`config.mk`:
```
export PLATFORM = sky130hd
export DESIGN_NAME = debug_event_status
export DESIGN_NICKNAME = d
export VERILOG_FILES = /design/src/rtl/dstat_pkg.sv /design/src/rtl/dstat_lane_mask.sv /design/src/rtl/dstat_sticky.sv /design/src/rtl/dstat_cause.sv /design/src/rtl/debug_event_status.sv
export SDC_FILE = /design/constraint.sdc
export NUM_CORES = 1
export LEC_CHECK = 0
export ABC_CLOCK_PERIOD_IN_PS = 840
export BUFFER_PORTS_ARGS = -buffer_cell sky130_fd_sc_hd__buf_4
export CAP_MARGIN = 25
export CORE_MARGIN = 2
export CORE_UTILIZATION = 30
export CTS_CLUSTER_DIAMETER = 30
export DETAILED_ROUTE_END_ITERATION = 8
export GPL_TIMING_DRIVEN = 0
export MAX_ROUTING_LAYER = met4
export PLACE_DENSITY = 0.76
export RECOVER_POWER = 50
export SLEW_MARGIN = 5
export SYNTH_ARGS = -nofsm -noshare
export SYNTH_HDL_FRONTEND = slang
export SYNTH_HIERARCHICAL = 1
export SYNTH_SLANG_ARGS = --single-unit
```
`constraint.sdc`:
```
create_clock -name clk -period 0.84 [get_ports clk]
set_input_delay 0.168 -clock clk [delete_from_list [all_inputs] [get_ports clk]]
set_output_delay 0.168 -clock clk [all_outputs]
set_load 0.02 [all_outputs]
```
`src/rtl/dstat_pkg.sv`:
```
`timescale 1ns/1ps
// Package: shared widths and bit positions for the debug event status register.
// Assumes a 32-bit word with index 31 as the most significant bit.
package dstat_pkg;
    localparam int REG_W     = 32;
    localparam int BYTE_W    = 8;
    localparam int NUM_LANES = REG_W / BYTE_W;
    localparam int NUM_EV    = 12;

    localparam int IDX_UNCOND   = 30;
    localparam int IDX_CAUSE_HI = 29;
    localparam int IDX_CAUSE_LO = 28;

    // Event order: insn, branch, intr, trap, im0, im1, drd0, dwr0, drd1, dwr1, return, uncond
    localparam int EV_POS [NUM_EV] = '{27, 26, 25, 24, 23, 22, 19, 18, 17, 16, 15, IDX_UNCOND};

    // Build the mask of all event flag positions.
    function automatic logic [REG_W-1:0] ev_mask_f();
        logic [REG_W-1:0] m;
        m = '0;
        for (int e = 0; e < NUM_EV; e++) m[EV_POS[e]] = 1'b1;
        return m;
    endfunction

    localparam logic [REG_W-1:0] EV_MASK    = ev_mask_f();
    localparam logic [REG_W-1:0] CAUSE_MASK = (REG_W'(1) << IDX_CAUSE_HI) | (REG_W'(1) << IDX_CAUSE_LO);
    localparam logic [REG_W-1:0] IMPL_MASK  = EV_MASK | CAUSE_MASK;
endpackage

```
`src/rtl/dstat_lane_mask.sv`:
```
`timescale 1ns/1ps
// Module: converts a byte-enabled write into a per-bit clear mask.
// Assumes REG_W is a multiple of BYTE_W. Bits outside KEEP_MASK are never cleared.
module dstat_lane_mask #(
    parameter int REG_W  = 32,
    parameter int BYTE_W = 8,
    parameter logic [REG_W-1:0] KEEP_MASK = '1
) (
    input  logic                      wr_en_i,
    input  logic [REG_W/BYTE_W-1:0]   be_i,
    input  logic [REG_W-1:0]          data_i,
    output logic [REG_W-1:0]          clr_o
);
    localparam int LANES = REG_W / BYTE_W;

    for (genvar l = 0; l < LANES; l++) begin : g_lane
        // One lane: pass its data ones through when the write and lane are enabled.
        assign clr_o[l*BYTE_W +: BYTE_W] = (wr_en_i && be_i[l])
                                         ? (data_i[l*BYTE_W +: BYTE_W] & KEEP_MASK[l*BYTE_W +: BYTE_W])
                                         : '0;
    end
endmodule

```
`src/rtl/dstat_sticky.sv`:
```
`timescale 1ns/1ps
// Module: one sticky status flag. A hardware set takes priority over a software clear.
// Assumes set_i and clr_i are synchronous to clk. Reset clears the flag.
module dstat_sticky (
    input  logic clk,
    input  logic rst_n,
    input  logic set_i,
    input  logic clr_i,
    output logic q_o
);
    logic q;

    // Flag update: reset, else set wins, else clear, else hold.
    always_ff @(posedge clk) begin
        if (!rst_n) q <= 1'b0;
        else        q <= set_i | (q & ~clr_i);
    end

    assign q_o = q;

    assert_set_sticks_R3: assert property (@(posedge clk) disable iff (!rst_n)
        set_i |=> q_o);
    assert_w1c_clears_R4: assert property (@(posedge clk) disable iff (!rst_n)
        (!set_i && clr_i) |=> !q_o);
    assert_hold_R3: assert property (@(posedge clk) disable iff (!rst_n)
        (!set_i && !clr_i) |=> $stable(q_o));
    assert_reset_clear_R1: assert property (@(posedge clk)
        !rst_n |=> !q_o);
endmodule

```
`src/rtl/dstat_cause.sv`:
```
`timescale 1ns/1ps
// Module: two-bit reset-cause field that is written, not cleared, by reset.
// Assumes hard_i is valid during reset. The low bit is never set by this block.
module dstat_cause (
    input  logic       clk,
    input  logic       rst_n,
    input  logic       hard_i,
    input  logic [1:0] clr_i,
    output logic [1:0] q_o
);
    logic [1:0] q;

    // Field update: a hard reset loads 10, a soft reset keeps the hard bit, else W1C.
    always_ff @(posedge clk) begin
        if (!rst_n) q <= {hard_i | q[1], 1'b0};
        else        q <= q & ~clr_i;
    end

    assign q_o = q;

    assert_hard_load_R9: assert property (@(posedge clk)
        (!rst_n && hard_i) |=> (q_o == 2'b10));
    assert_soft_low_R9: assert property (@(posedge clk)
        !rst_n |=> !q_o[0]);
    assert_run_hold_R9: assert property (@(posedge clk) disable iff (!rst_n)
        (clr_i == 2'b00) |=> $stable(q_o));
endmodule

```
`src/rtl/debug_event_status.sv`:
```
`timescale 1ns/1ps
// Module: debug event status register. It holds sticky event flags that software clears
// by writing ones. It also gates an unconditional debug level input, keeps a reset-cause
// field across resets, and raises an interrupt request while debug is enabled and a flag is set.
// Assumes event inputs are single-cycle pulses, synchronous to clk.
module debug_event_status
    import dstat_pkg::*;
(
    input  logic                  clk,
    input  logic                  rst_n,
    input  logic                  hard_rst_i,
    input  logic                  ev_insn_i,
    input  logic                  ev_branch_i,
    input  logic                  ev_intr_i,
    input  logic                  ev_trap_i,
    input  logic                  ev_imatch0_i,
    input  logic                  ev_imatch1_i,
    input  logic                  ev_drd0_i,
    input  logic                  ev_dwr0_i,
    input  logic                  ev_drd1_i,
    input  logic                  ev_dwr1_i,
    input  logic                  ev_return_i,
    input  logic                  uncond_dbg_n_i,
    input  logic                  dbg_en_i,
    input  logic                  int_mode_i,
    input  logic                  wr_en_i,
    input  logic [NUM_LANES-1:0]  wr_be_i,
    input  logic [REG_W-1:0]      wr_data_i,
    output logic [REG_W-1:0]      rd_data_o,
    output logic                  dbg_irq_o
);
    logic [NUM_EV-1:0] ev_set;
    logic [NUM_EV-1:0] ev_q;
    logic [REG_W-1:0]  clr_mask;
    logic [1:0]        cause_q;
    logic [REG_W-1:0]  word;

    // Event set vector: pulses in fixed order; the unconditional request is gated by mode.
    always_comb begin
        ev_set = {~uncond_dbg_n_i & int_mode_i, ev_return_i, ev_dwr1_i, ev_drd1_i,
                  ev_dwr0_i, ev_drd0_i, ev_imatch1_i, ev_imatch0_i,
                  ev_trap_i, ev_intr_i, ev_branch_i, ev_insn_i};
    end

    dstat_lane_mask #(
        .REG_W    (REG_W),
        .BYTE_W   (BYTE_W),
        .KEEP_MASK(IMPL_MASK)
    ) u_mask (
        .wr_en_i (wr_en_i),
        .be_i    (wr_be_i),
        .data_i  (wr_data_i),
        .clr_o   (clr_mask)
    );

    for (genvar e = 0; e < NUM_EV; e++) begin : g_flag
        dstat_sticky u_flag (
            .clk   (clk),
            .rst_n (rst_n),
            .set_i (ev_set[e]),
            .clr_i (clr_mask[EV_POS[e]]),
            .q_o   (ev_q[e])
        );
    end

    dstat_cause u_cause (
        .clk    (clk),
        .rst_n  (rst_n),
        .hard_i (hard_rst_i),
        .clr_i  (clr_mask[IDX_CAUSE_HI:IDX_CAUSE_LO]),
        .q_o    (cause_q)
    );

    // Read word assembly: flags at their positions, cause field, all else zero.
    always_comb begin
        word = '0;
        for (int e = 0; e < NUM_EV; e++) word[EV_POS[e]] = ev_q[e];
        word[IDX_CAUSE_HI:IDX_CAUSE_LO] = cause_q;
    end

    assign rd_data_o = word;
    // Interrupt request: debug enabled and any event flag held.
    assign dbg_irq_o = dbg_en_i & (|ev_q);

    assert_uncond_off_R6: assert property (@(posedge clk) disable iff (!rst_n)
        (!uncond_dbg_n_i && !int_mode_i && !rd_data_o[IDX_UNCOND]) |=> !rd_data_o[IDX_UNCOND]);
    assert_uncond_on_R7: assert property (@(posedge clk) disable iff (!rst_n)
        (!uncond_dbg_n_i && int_mode_i) |=> rd_data_o[IDX_UNCOND]);
    assert_irq_needs_en_R8: assert property (@(posedge clk) disable iff (!rst_n)
        dbg_irq_o |-> dbg_en_i);
    assert_rsv_zero_R5: assert property (@(posedge clk) disable iff (!rst_n)
        $past(wr_en_i) |-> ((rd_data_o & ~IMPL_MASK) == '0));
endmodule

```
==> results.tsv <==
stage	metric	value	unit
outcome	outcome	finished, violations left	
outcome	violations	negative setup slack	
routing	vias_per_cell	4.10	
synth	synth_area_per_cell	10.1	um2
sta	fin_worst_skew	0	ns
floorplan	die_width	56.8	um
sta	fmax	715	MHz
clock_network	postCtsHoldBufs	0	
placement	dp_worst_setup_slack	-0.235	ns
floorplan	initial_utilization	30.9	%
floorplan	die_h	56.8	um
routing	post_drt_wl_per_cell	11.2	um
sta	drv_slew	0	
floorplan	io_pins	87	
floorplan	fp-row-count	19	
setup_path	path_class	reg2out	
floorplan	die_area	3230	um2
cells_and_area	antenna_cells	0	
cells_and_area	final_util	54.9	%
sta	finalHoldViolCount	0	
routing	drtAntennaViolNets	0	
floorplan	fp.coreArea	2710	um2
placement	dp_hpwl	1590	um
setup_path	critPathArrivalTime	1.23	ns
synth	syn_area	837	um2
sta	finalSetupViolations	16	
global_route	antenna_found_initial	0	
routing	wirelength	2080	um
cells_and_area	final_common_cell	buf_4	
cells_and_area	area_delta_synth_final	77.7	%
setup_path	cpMaxStageDelayCell	dfxtp_4	
setup_path	crit_end	dbg_irq_o	
cells_and_area	num-fill-cells	247	
sta	post-route-min-period	1.40	ns
synth	synthCells	83	
clock_network	clockBufferDepth	2	
routing	drc	0	
clock_network	clock-sinks	14	
sta	rsz0062_at_grt	true	
sta	finalSetupTns	-2.20	ns
sta	timing.hold.ws	0.0963	ns
cells_and_area	layout-drive-gt1-share	67.1	%
routing	drtIter0Drc	27	
global_route	grt_max_degree	16	
power	ir_drop	0.819	mV
setup_path	worstPathRequired	0.67	ns
global_route	track_usage	13.6	%
placement	portBuffers	49	
power	power.leakage	0.780	nW
setup_path	cp-start-kind	flop	
setup_path	regToRegStartpoint	g_flag[2].u_flag/q_o	
sta	worst_slack	-0.559	ns
setup_path	worst-r2r-setup-slack	-0.01	ns
setup_path	reg2reg_to	g_flag[2].u_flag/q_o	
setup_path	rr_worst_depth	3	
clock_network	cts_tree	yes	
global_route	grt.overflow.total	0	
clock_network	path_clk_slew	0.09	ns
min_path	min-delay-start	ev_dwr1_i	
placement	post_dp_cell_area	1380	um2
setup_path	cp_slowest_stage_delay	0.37	ns
global_route	grt_pass1_vias	750	
sta	period_share	167	%
routing	drt_first_pass_iters	4	
cells_and_area	stdcell_area	1490	um2
cells_and_area	layout_common_cells	56 x buf_4, 18 x conb_1, 14 x buf_6, 12 x nor2b_4, 12 x o21a_1	
clock_network	cts_htree_levels	1	
run	drv_cap	0	
clock_network	clockRootBuffer	clkbuf_4	
synth	ys.warnings.count	6	
global_route	grt_pass1_wl	3270	um
placement	place_congestion	0.694	
power	cellPowerDensity	1210	nW/um2
setup_path	cp_cell_sequence	nor4_4, a31oi_2, buf_4	
clock_network	clkLatencyLatePin	0.27	ns
setup_path	crit_start	g_flag[7].u_flag/q_o	
min_path	min_path_type	in2reg	
routing	via_count	763	
clock_network	numCtsBuffers	3	
setup_path	cp_max_fo	3	
setup_path	endpoint_kind	output port	
cells_and_area	layout.nets	210	
[timing repair]
item / 4_1_cts / 5_1_grt
pin swaps: 2 / 0
setup endpoints to repair: 15 / 16
buffers inserted: 1 / 1
resized for setup: 22 / 3
[critical path: cells and delay by family (launching register included)]
kind / cells / cell delay (ns)
flops: 1 / 0.37
simple gates: 1 / 0.29
compound gates: 1 / 0.13
buf+inv: 1 / 0.17
[sequential cells by signal (all words and copies together), names as in the netlist]
signal / count
g_flag.u_flag/q_o: 12
u_cause/q_o: 2
[through the flow]
step / std cells / total power [mW]
after global placement: 180 / 1.37
final: 186 / 1.80
after floorplan: 100 / 1.14
after global routing: 186 / 1.89
after detailed placement: 180 / 1.38
after CTS: 185 / 1.81
[layout make-up]
type | count | area (um2) | area share (%)
Buffer | 19 | 146 | 9.84
Clock buffer | 4 | 26.3 | 1.77
Inverter | 2 | 7.51 | 0.505
Multi-Input combinational cell | 65 | 518 | 34.8
Sequential cell | 14 | 319 | 21.4
Tap cell | 31 | 38.8 | 2.61
Timing Repair Buffer | 51 | 432 | 29.0
[power by group]
group / internal [mW] / total [mW] / leakage, nW / switching, mW
Sequential: 0.705 / 0.766 / 0.122 / 0.0612
Combinational: 0.374 / 0.633 / 0.643 / 0.259
Clock: 0.184 / 0.397 / 0.0150 / 0.213
Total: 1.26 / 1.80 / 0.780 / 0.533
[per-layer routing]
metal / GRT usage, % / vias to the layer above / routed length, um
met5: - / - / 0
met1: 14.5 / 331 / 819
met4: 5.98 / 0 / 19
met2: 24.1 / 40 / 1030
li1: - / 390 / -
met3: 3.00 / 2 / 206
[worst min-delay path by stage]
stage                                        to  slack (ns)  depth (start not counted)
after floorplan                  u_cause/q_o[0]        0.28                          2
after detailed placement  g_flag[10].u_flag/q_o        0.38                          2
after global placement    g_flag[10].u_flag/q_o        0.38                          2
after CTS                  g_flag[9].u_flag/q_o        0.09                          2
final                      g_flag[9].u_flag/q_o         0.1                          2
after global routing      g_flag[10].u_flag/q_o        0.09                          2
No activity file was read; power rests on OpenSTA's default activity.
